--- src/rtl/intr_seq_pkg.sv ---
package intr_seq_pkg;

    // Sequencer phases: idle, five entry cycles, two return cycles.
    typedef enum logic [2:0] {
        ST_IDLE     = 3'd0,
        ST_PUSH_DEC = 3'd1,
        ST_PUSH_PC  = 3'd2,
        ST_PUSH_PS  = 3'd3,
        ST_VEC_PC   = 3'd4,
        ST_VEC_PS   = 3'd5,
        ST_RET_PS   = 3'd6,
        ST_RET_PC   = 3'd7
    } seq_state_e;

    typedef struct packed {
        logic rd;
        logic wr;
    } mem_strobe_t;

    typedef struct packed {
        logic sp;
        logic pc;
        logic ps;
    } reg_load_t;

    function automatic logic is_entry(input seq_state_e s);
        return (s == ST_PUSH_DEC) || (s == ST_PUSH_PC) || (s == ST_PUSH_PS) ||
               (s == ST_VEC_PC)   || (s == ST_VEC_PS);
    endfunction

endpackage

--- src/rtl/intr_arb.sv ---
module intr_arb #(
    parameter int DEV_W = 3
) (
    input  logic             clk,
    input  logic             rst,
    input  logic             idle,
    input  logic             fetch_req,
    input  logic             irq,
    input  logic [DEV_W-1:0] irq_dev,
    input  logic             ie_flag,
    input  logic             swi_req,
    input  logic [DEV_W-1:0] swi_dev,
    input  logic             rti_req,
    output logic             start_entry,
    output logic             start_ret,
    output logic             iack,
    output logic             fetch_go,
    output logic [DEV_W-1:0] dev_q
);
    logic open_slot;
    logic take_rti;
    logic take_swi;
    logic take_irq;

    assign open_slot = idle && !rst;
    assign take_rti  = open_slot && rti_req;
    assign take_swi  = open_slot && !rti_req && swi_req;
    assign take_irq  = open_slot && !rti_req && !swi_req && fetch_req && irq && ie_flag;

    assign start_ret   = take_rti;
    assign start_entry = take_swi || take_irq;
    assign iack        = take_irq;
    assign fetch_go    = open_slot && !rti_req && !swi_req && fetch_req && !take_irq;

    always_ff @(posedge clk) begin
        if (rst) begin
            dev_q <= '0;
        end else if (take_irq) begin
            dev_q <= irq_dev;
        end else if (take_swi) begin
            dev_q <= swi_dev;
        end
    end


    iack_pulse_chk: assert property (@(posedge clk) disable iff (rst)
        iack |=> !iack);


    dev_latch_chk: assert property (@(posedge clk) disable iff (rst)
        iack |=> dev_q == $past(irq_dev));

endmodule

--- src/rtl/intr_fsm.sv ---
module intr_fsm
    import intr_seq_pkg::*;
(
    input  logic       clk,
    input  logic       rst,
    input  logic       start_entry,
    input  logic       start_ret,
    output seq_state_e state,
    output logic       idle
);
    seq_state_e state_nx;

    always_comb begin
        state_nx = state;
        unique case (state)
            ST_IDLE: begin
                if (start_ret)        state_nx = ST_RET_PS;
                else if (start_entry) state_nx = ST_PUSH_DEC;
            end
            ST_PUSH_DEC: state_nx = ST_PUSH_PC;
            ST_PUSH_PC:  state_nx = ST_PUSH_PS;
            ST_PUSH_PS:  state_nx = ST_VEC_PC;
            ST_VEC_PC:   state_nx = ST_VEC_PS;
            ST_VEC_PS:   state_nx = ST_IDLE;
            ST_RET_PS:   state_nx = ST_RET_PC;
            ST_RET_PC:   state_nx = ST_IDLE;
            default:     state_nx = ST_IDLE;
        endcase
    end

    always_ff @(posedge clk) begin
        if (rst) state <= ST_IDLE;
        else     state <= state_nx;
    end

    assign idle = (state == ST_IDLE);


    busy_hold_chk: assert property (@(posedge clk) disable iff (rst)
        is_entry(state) && state != ST_VEC_PS |=> !idle);

endmodule

--- src/rtl/intr_bus.sv ---
module intr_bus
    import intr_seq_pkg::*;
#(
    parameter int W        = 8,
    parameter int DEV_W    = 3,
    parameter int VEC_BASE = 'hF0
) (
    input  seq_state_e       state,
    input  logic [DEV_W-1:0] dev_q,
    input  logic [W-1:0]     pc_in,
    input  logic [W-1:0]     ps_in,
    input  logic [W-1:0]     sp_in,
    input  logic [W-1:0]     mem_rdata,
    output logic             mem_rd,
    output logic             mem_wr,
    output logic [W-1:0]     mem_addr,
    output logic [W-1:0]     mem_wdata,
    output logic             sp_ld,
    output logic [W-1:0]     sp_nxt,
    output logic             pc_ld,
    output logic [W-1:0]     pc_nxt,
    output logic             ps_ld,
    output logic [W-1:0]     ps_nxt
);
    localparam logic [W-1:0] BASE = W'(VEC_BASE);

    mem_strobe_t strb;
    reg_load_t   lds;
    logic [W-1:0] vec_even;

    assign vec_even = BASE + W'({dev_q, 1'b0});

    always_comb begin
        strb      = '0;
        lds       = '0;
        mem_addr  = '0;
        mem_wdata = '0;
        sp_nxt    = sp_in;
        pc_nxt    = pc_in;
        ps_nxt    = ps_in;
        unique case (state)
            ST_PUSH_DEC: begin
                lds.sp = 1'b1;
                sp_nxt = sp_in - W'(1);
            end
            ST_PUSH_PC: begin
                strb.wr   = 1'b1;
                mem_addr  = sp_in;
                mem_wdata = pc_in;
                lds.sp    = 1'b1;
                sp_nxt    = sp_in - W'(1);
            end
            ST_PUSH_PS: begin
                strb.wr   = 1'b1;
                mem_addr  = sp_in;
                mem_wdata = ps_in;
            end
            ST_VEC_PC: begin
                strb.rd  = 1'b1;
                mem_addr = vec_even;
                lds.pc   = 1'b1;
                pc_nxt   = mem_rdata;
            end
            ST_VEC_PS: begin
                strb.rd  = 1'b1;
                mem_addr = vec_even + W'(1);
                lds.ps   = 1'b1;
                ps_nxt   = mem_rdata;
            end
            ST_RET_PS: begin
                strb.rd  = 1'b1;
                mem_addr = sp_in;
                lds.ps   = 1'b1;
                ps_nxt   = mem_rdata;
            end
            ST_RET_PC: begin
                strb.rd  = 1'b1;
                mem_addr = sp_in + W'(1);
                lds.pc   = 1'b1;
                pc_nxt   = mem_rdata;
                lds.sp   = 1'b1;
                sp_nxt   = sp_in + W'(2);
            end
            default: ;
        endcase
    end

    assign mem_rd = strb.rd;
    assign mem_wr = strb.wr;
    assign sp_ld  = lds.sp;
    assign pc_ld  = lds.pc;
    assign ps_ld  = lds.ps;

endmodule

--- src/rtl/intr_entry_seq.sv ---
module intr_entry_seq
    import intr_seq_pkg::*;
#(
    parameter int W        = 8,
    parameter int DEV_W    = 3,
    parameter int IE_BIT   = 7,
    parameter int VEC_BASE = 'hF0
) (
    input  logic             clk,
    input  logic             rst,
    input  logic             fetch_req,
    input  logic             irq,
    input  logic [DEV_W-1:0] irq_dev,
    output logic             iack,
    input  logic             swi_req,
    input  logic [DEV_W-1:0] swi_dev,
    input  logic             rti_req,
    input  logic [W-1:0]     pc_in,
    input  logic [W-1:0]     ps_in,
    input  logic [W-1:0]     sp_in,
    output logic             fetch_go,
    output logic             busy,
    output logic             mem_rd,
    output logic             mem_wr,
    output logic [W-1:0]     mem_addr,
    output logic [W-1:0]     mem_wdata,
    input  logic [W-1:0]     mem_rdata,
    output logic             sp_ld,
    output logic [W-1:0]     sp_nxt,
    output logic             pc_ld,
    output logic [W-1:0]     pc_nxt,
    output logic             ps_ld,
    output logic [W-1:0]     ps_nxt
);
    seq_state_e       state;
    logic             idle;
    logic             start_entry;
    logic             start_ret;
    logic [DEV_W-1:0] dev_q;

    intr_arb #(.DEV_W(DEV_W)) u_arb (
        .clk         (clk),
        .rst         (rst),
        .idle        (idle),
        .fetch_req   (fetch_req),
        .irq         (irq),
        .irq_dev     (irq_dev),
        .ie_flag     (ps_in[IE_BIT]),
        .swi_req     (swi_req),
        .swi_dev     (swi_dev),
        .rti_req     (rti_req),
        .start_entry (start_entry),
        .start_ret   (start_ret),
        .iack        (iack),
        .fetch_go    (fetch_go),
        .dev_q       (dev_q)
    );

    intr_fsm u_fsm (
        .clk         (clk),
        .rst         (rst),
        .start_entry (start_entry),
        .start_ret   (start_ret),
        .state       (state),
        .idle        (idle)
    );

    intr_bus #(.W(W), .DEV_W(DEV_W), .VEC_BASE(VEC_BASE)) u_bus (
        .state     (state),
        .dev_q     (dev_q),
        .pc_in     (pc_in),
        .ps_in     (ps_in),
        .sp_in     (sp_in),
        .mem_rdata (mem_rdata),
        .mem_rd    (mem_rd),
        .mem_wr    (mem_wr),
        .mem_addr  (mem_addr),
        .mem_wdata (mem_wdata),
        .sp_ld     (sp_ld),
        .sp_nxt    (sp_nxt),
        .pc_ld     (pc_ld),
        .pc_nxt    (pc_nxt),
        .ps_ld     (ps_ld),
        .ps_nxt    (ps_nxt)
    );

    assign busy = !idle;


    strobe_excl_chk: assert property (@(posedge clk) disable iff (rst)
        !(mem_rd && mem_wr));


    iack_gate_chk: assert property (@(posedge clk) disable iff (rst)
        iack |-> irq && fetch_req && ps_in[IE_BIT]);


    entry_first_chk: assert property (@(posedge clk) disable iff (rst)
        iack |=> sp_ld && !mem_wr && !mem_rd);


    busy_quiet_chk: assert property (@(posedge clk) disable iff (rst)
        busy |-> !iack && !fetch_go);


    ret_order_chk: assert property (@(posedge clk) disable iff (rst)
        pc_ld && sp_ld |-> $past(ps_ld) && mem_rd);


    vec_read_chk: assert property (@(posedge clk) disable iff (rst)
        pc_ld && !sp_ld |-> mem_rd && !mem_addr[0]);

endmodule

--- config.mk ---
export PLATFORM = sky130hd
export DESIGN_NAME = intr_entry_seq
export DESIGN_NICKNAME = d
export VERILOG_FILES = /design/src/rtl/intr_seq_pkg.sv /design/src/rtl/intr_arb.sv /design/src/rtl/intr_fsm.sv /design/src/rtl/intr_bus.sv /design/src/rtl/intr_entry_seq.sv
export SDC_FILE = /design/constraint.sdc
export NUM_CORES = 1
export LEC_CHECK = 0
export ABC_AREA = 1
export BUFFER_PORTS_ARGS = -buffer_cell sky130_fd_sc_hd__clkbuf_2
export CAP_MARGIN = 20
export CORE_MARGIN = 4
export CORE_UTILIZATION = 40
export CTS_CLUSTER_DIAMETER = 100
export CTS_CLUSTER_SIZE = 25
export DETAILED_ROUTE_END_ITERATION = 10
export GPL_ROUTABILITY_DRIVEN = 0
export GPL_TIMING_DRIVEN = 1
export PLACE_DENSITY = 0.75
export SYNTH_ARGS = -nofsm -noshare
export SYNTH_HDL_FRONTEND = slang
export SYNTH_SLANG_ARGS = --single-unit
--- constraint.sdc ---
create_clock -name clk -period 1.9 [get_ports clk]
set_clock_uncertainty 0.05 [all_clocks]
set_input_delay 0.285 -clock clk [delete_from_list [all_inputs] [get_ports clk]]
set_output_delay 0.285 -clock clk [all_outputs]
set_load 0.005 [all_outputs]
---- After elaboration in Yosys (flattened, before gate mapping) ----
Index checks and enable logic that the tools add are counted.
operators by class
  add/sub/neg operators ................... 5
  $mul .................................... 0
  divide/modulo/power cells ............... 0
  order comparisons ....................... 0
  eq/ne operators ......................... 8
  shifts and indexed selects .............. 0
  mux-type cells .......................... 15
  bitwise logic cells ..................... 0
  reduce and logical (&&, ||, !) cells .... 25
operator list
  kind                                                                   number
  8-bit case mux with 2 select lines                                     2
  8-bit case mux with 4 select lines                                     1
  3-bit case mux with 7 select lines                                     1
  8-bit by 1-bit adder with 8-bit output, second input constant          2
  8-bit two-way mux                                                      2
  3-bit equality test, second input constant                             4
  3-bit two-way mux                                                      4
  2-bit OR reduction                                                     5
  1-bit logical AND                                                      9
  8-bit by 2-bit adder with 8-bit output, second input constant          1
  8-bit by 1-bit subtractor with 8-bit output, second input constant     1
  5-bit by 5-bit adder with 6-bit output, first input constant           1
  3-bit by 2-bit equality test with 1-bit output, second input constant  2
  3-bit OR reduction                                                     2
  1-bit logical NOT                                                      5
  1-bit two-way mux                                                      5
  4-bit OR reduction                                                     1
  3-bit by 1-bit equality test with 1-bit output, second input constant  1
  3-bit logical NOT                                                      1
  3-bit by 1-bit != test with 1-bit output, second input constant        1
  2-bit nonzero test                                                     1
  1-bit logical OR                                                       1
storage, ports and cells
  register bits ........................... 6
  latch bits .............................. 0
  bits in writable memories ............... 0
  ROM bits ................................ 0
  word-level logic and storage cells ...... 55
  memories ................................ 0

---- Logic depth before layout (Yosys ltp) ----
  depth in word-level cells ............... 11
  depth in mapped cells ................... 9
  mapped depth without buffers ............ 8

---- By module ----
From an unflattened synthesis, not the netlist that was laid out.
second synthesis, totals
  cells, all modules ...................... 281
  area total of the unflattened synthesis .. 1491.4 um^2
modules (own cells, without submodules)
  module          instances  cells each  area each (um^2)  seq. area each (um^2)
  intr_bus        1          215         1067.3            0.0
  intr_arb        1          41          256.5             60.1
  intr_fsm        1          24          163.9             60.1
  intr_entry_seq  1          1           3.8               0.0

---- Worst setup path before layout ----
OpenSTA, ideal clock, no wires.
  kind .................................... reg2out
  from .................................... register u_fsm.state[1]
  to ...................................... output port sp_nxt[6]
  data arrival time ....................... 1.175 ns
  required time ........................... 1.565 ns
  setup slack ............................. 0.390 ns
  cell stages (with the launch flop) ...... 10
  buffers on the path ..................... 1
  cells stage by stage .................... dfxtp_1 inv_4 nor2_8 nand2_4 nand2_2 buf_6 nand3_2 nand2_1 nand2_1 o21ai_1
between the ends
  word-level cells in the longest chain between the ends .. 3
  elaborated cells between the ends (all ways) .. 5
  classes of those cells .................. eq/ne (3); mux (1); reduce/logical (1)
ends and longest elaborated chain
  item                                                                                                              RTL line              source
  start: declaration                                                                                                intr_fsm.sv:8         output seq_state_e state,
  start signal: assignment                                                                                          intr_fsm.sv:33        else state <= state_nx;
  3-bit by 1-bit equality test with 1-bit output or 3-bit by 2-bit equality test with 1-bit output (tied branches)  intr_bus.sv:41        unique case (state)
  2-bit OR reduction (no source line)                                                                               n/a
  8-bit case mux with 2 select lines *                                                                              intr_bus.sv:41
  end: declaration                                                                                                  intr_entry_seq.sv:29  output logic [W-1:0] sp_nxt,
Mark *: on every way between the ends. The rest lies on a longest branch, timed or not.

---- Worst setup path after layout ----
  from .................................... register u_fsm.state[0]
  to ...................................... output port pc_nxt[0]
between the ends
  word-level cells in the longest chain between the ends .. 3
  elaborated cells between the ends (all ways) .. 4
  classes of those cells .................. eq/ne (2); mux (1); reduce/logical (1)
ends and longest elaborated chain
  item                                   RTL line              source
  3-bit equality test                    intr_bus.sv:41
  2-bit OR reduction (no source line) *  n/a
  8-bit two-way mux *                    intr_bus.sv:41
  end: declaration                       intr_entry_seq.sv:31  output logic [W-1:0] pc_nxt,
Marks and branches as above.

==> results.txt <==
- Outcome: finished clean
* Max-cap violation count: 0
- Data on the critical path is required at its endpoint by 1.56 ns.
- The number of global-route vias before repair was 1618.
- The share of synthesized area in the top cell type comes to 0.153.
- Cts-stage hold buffer count: 0
- Setup-failing EPs final: 0
- The worst path in the final design needs a cycle of 1.80 ns, including I/O delays and setup.
- The floorplan step set the die height to 65.6 um.
- Die area: 4300 um2
- STA classifies the critical path endpoint as an output pin.
* Count of port buffers added during placement: 91
- In the final layout, the share of cells above drive strength 1 is 0.404.
- Primary FF master, synth: sky130_fd_sc_hd__dfxtp_1
* Overall overflow remaining after global route: 0
- After routing, the total negative slack on setup checks comes to 0 ns.
- Data arrival time of the critical path: 1.47 ns
- Cell count after synthesis: 235
* Io pins: 92
- Cells along the critical path: nand2_4 -> nor2_4 -> inv_2 -> nand2_8 -> buf_4 -> o21ai_1 -> clkbuf_2
- The detail route stage leaves a number of antenna-violating nets equal to 0.
- Post-synth design cell area: 1330 um2
- Final critical-path share of the clock period: 0.949
- Max-slew violation count: 0
- Once detailed placement completed, the half-perimeter wirelength came to 3460 um.
- The number of antenna diodes in the final layout is 0.
* Max-slew headroom at the worst pin: 0.822
- Post-route insts no fill: 376
* Net count of the mapped netlist: 284
- Setup repair after global routing could not meet its margin everywhere.
- The region available for standard cell placement spans 3100 um2.
- CTS sink cnt: 6
* Largest cells by area after synthesis: sky130_fd_sc_hd__nand2_1 15%, sky130_fd_sc_hd__inv_1 12%, sky130_fd_sc_hd__o21ai_1 9.4%, sky130_fd_sc_hd__dfxtp_1 9.0%, sky130_fd_sc_hd__nor2_1 5.7%
- After floorplanning, the core was divided into 20 placement rows.
- Including well taps, the total number of placed cells is 369.
- # nets final: 383
- Clock buffers created by TritonCTS: 3
- Worst Tran Pin Value: 0.265 ns
- Critical Path Fanout Max: 16
- The synthesized design spends more area on one cell type than any other, namely sky130_fd_sc_hd__nand2_1.
- For this design the ratio of total power to cell area is 1080 nW/um2.
- Yosys reg bits: 6
- Relative area change from synthesis to final layout: 46.4%
- Static timing analysis puts the maximum clock frequency at 0.554 GHz.
* Combined buffer and inverter count along the critical path: 3
* Hold Startpoint: swi_dev[0]
- The number of antenna violations at the first check in global routing was 0.
* Final-layout fill cell count: 331
- Critical Path Source Type: register
- The worst setup path is of the register to output pin kind.
- The number of failing hold endpoints at the final stage is 0.
- H-tree level count: 1
* Number of design-rule violations left by the first detailed-router iteration: 67
- CTS tree: yes
- Worst vdd ir: 0.000807 V
* Number of remaining DRC errors: 0
- Worst setup startpoint: u_fsm.state[0]
- Delay-heaviest family, CP: simple AND/OR/NAND/NOR gates
* Pin count of the biggest net entering global routing: 18
- Average wire length per cell after detail routing: 11.2 um
* Via/cell ratio: 4.92
- Clock transition at the registers of the reported paths: 0.04 ns
- Of the synthesized area, sequential elements account for 0.0905.
- Top cells by count, synth: 54 x sky130_fd_sc_hd__nand2_1, 42 x sky130_fd_sc_hd__inv_1, 25 x sky130_fd_sc_hd__o21ai_1, 20 x sky130_fd_sc_hd__nor2_1, 11 x sky130_fd_sc_hd__nand3_1
* Asr flop ratio synth: 0
- Yosys mapped the design onto 34 distinct sky130hd cell types.
* Drt total wl: 4230 um
* Root Driver: sky130_fd_sc_hd__clkbuf_4
- Worst Hold Class: input pin to register
- For the worst-skew pair, the clock arrives at the later sink with an insertion delay of 0.24 ns.
* Critical-path cell with the highest stage delay: sky130_fd_sc_hd__dfxtp_4
- The largest single stage delay on the critical path is 0.41 ns.
- For this configuration, the core starts out at a cell density of 0.428.
* Drt pass-1 iters: 4
* Post-synthesis area per instance: 5.65 um2
* Vias after detailed routing: 1851
- Most common cell in the synthesized netlist: sky130_fd_sc_hd__nand2_1
* Max Root-Sink Buffers: 2
* Total routing usage reported by global routing: 0.201
* Leakage power: 1.07 nW
- Yosys printed 0 warnings.
- Die Wd: 65.6 um
- In this run the critical register-to-register path is launched from u_fsm.state[1].
* Post-synth EDFFs: 0
- The first global-routing pass estimated 7160 um of wire.
-- repair_timing --
item                                    in CTS  in global routing
endpoints found under the setup margin      30                 28
setup buffers                                0                  4
pin swaps                                    0                  2
gates resized for setup                      4                 17
-- worst min-delay path: cells and delay by family --
| family | cells | cell delay (ns) |
|---|---|---|
| AO/OA/AOI/OAI | 1 | 0.05 |
| buffers and inverters | 1 | 0.08 |
| AND/OR/NAND/NOR | 1 | 0.05 |
-- cells in the final DEF (no fill, tap or decap), types with 3 or more instances in the layout --
master and n:
sky130_fd_sc_hd__o21ai_0 5, sky130_fd_sc_hd__a21oi_1 3, sky130_fd_sc_hd__o221ai_1 4, sky130_fd_sc_hd__clkbuf_2 90, sky130_fd_sc_hd__xor2_1 4, sky130_fd_sc_hd__nand3_1 11
sky130_fd_sc_hd__nand2_1 52, sky130_fd_sc_hd__inv_2 6, sky130_fd_sc_hd__nand2_8 3, sky130_fd_sc_hd__nand4_1 5, sky130_fd_sc_hd__ha_1 4, sky130_fd_sc_hd__clkbuf_4 3
sky130_fd_sc_hd__o21ai_1 26, sky130_fd_sc_hd__dfxtp_4 3, sky130_fd_sc_hd__inv_1 41, sky130_fd_sc_hd__nor2_2 5, sky130_fd_sc_hd__dfxtp_1 3, sky130_fd_sc_hd__o22ai_1 8
sky130_fd_sc_hd__buf_4 7, sky130_fd_sc_hd__o211ai_1 6, sky130_fd_sc_hd__nor2_1 18
-- layer usage --
| layer | GRT usage | part of all wire | wire length, um |
|---|---|---|---|
| met2 | 0.354 | 0.50 | 2130 |
| met4 | 0.00777 | 0 | 0 |
| met5 | 0 | 0 | 0 |
| met1 | 0.269 | 0.43 | 1810 |
| met3 | 0.0325 | 0.069 | 291 |
-- flip-flops by register name (all words and copies together), names as in the netlist --
register and cells:
u_fsm.state 3, u_arb.dev_q 3
-- per-stage QoR --
step / util / area [um2] / power (mW) / hold slack, ns / worst slack [ns]
finish: 0.626 / 1940 / 2.09 / 0.228 / 0.0961
global route: 0.626 / 1940 / 2.32 / 0.248 / -0.0251
CTS: 0.599 / 1860 / 1.99 / 0.222 / 0.0129
detailed placement: 0.589 / 1830 / 1.84 / 0.478 / 0.0771
global placement: 0.589 / 1830 / 1.83 / 0.473 / 0.122
floorplan: - / 1330 / 1.21 / 0.304 / 0.390
-- where the power goes --
part,total [mW],internal (mW),switching [mW]
Clock,0.114,0.0712,0.0429
Sequential,0.263,0.182,0.0808
Combinational,1.71,0.751,0.963
-- final timing paths --
path | endpoint | slack, ns | cells past startpoint
min reg2reg | u_arb.dev_q[1] | 0.51 | 4
max | pc_nxt[0] | 0.1 | 7
min | u_arb.dev_q[0] | 0.23 | 3
max reg2reg | u_arb.dev_q[2] | 0.46 | 9
-- cell families after synthesis --
| logic type | count (synthesis) | share of synthesized area |
|---|---|---|
| AOI/OAI and AO/OA | 60 | 0.277 |
| xor gates and xnor gates | 4 | 0.0264 |
| adders and majority gates | 5 | 0.0471 |
| buffers and inverters | 54 | 0.180 |
| DFF | 6 | 0.0905 |
| and+or+nand+nor | 106 | 0.379 |
-- final cells by class --
cell class	count	area (um2)	share of cell area
Tap cell	44	55.1	0.0283
Multi-Input combinational cell	175	1020	0.525
Clock buffer	3	22.5	0.0116
Timing Repair Buffer	99	528	0.272
Inverter	49	186	0.0959
Sequential cell	6	131	0.0676
(Power assumes the default switching activity.)
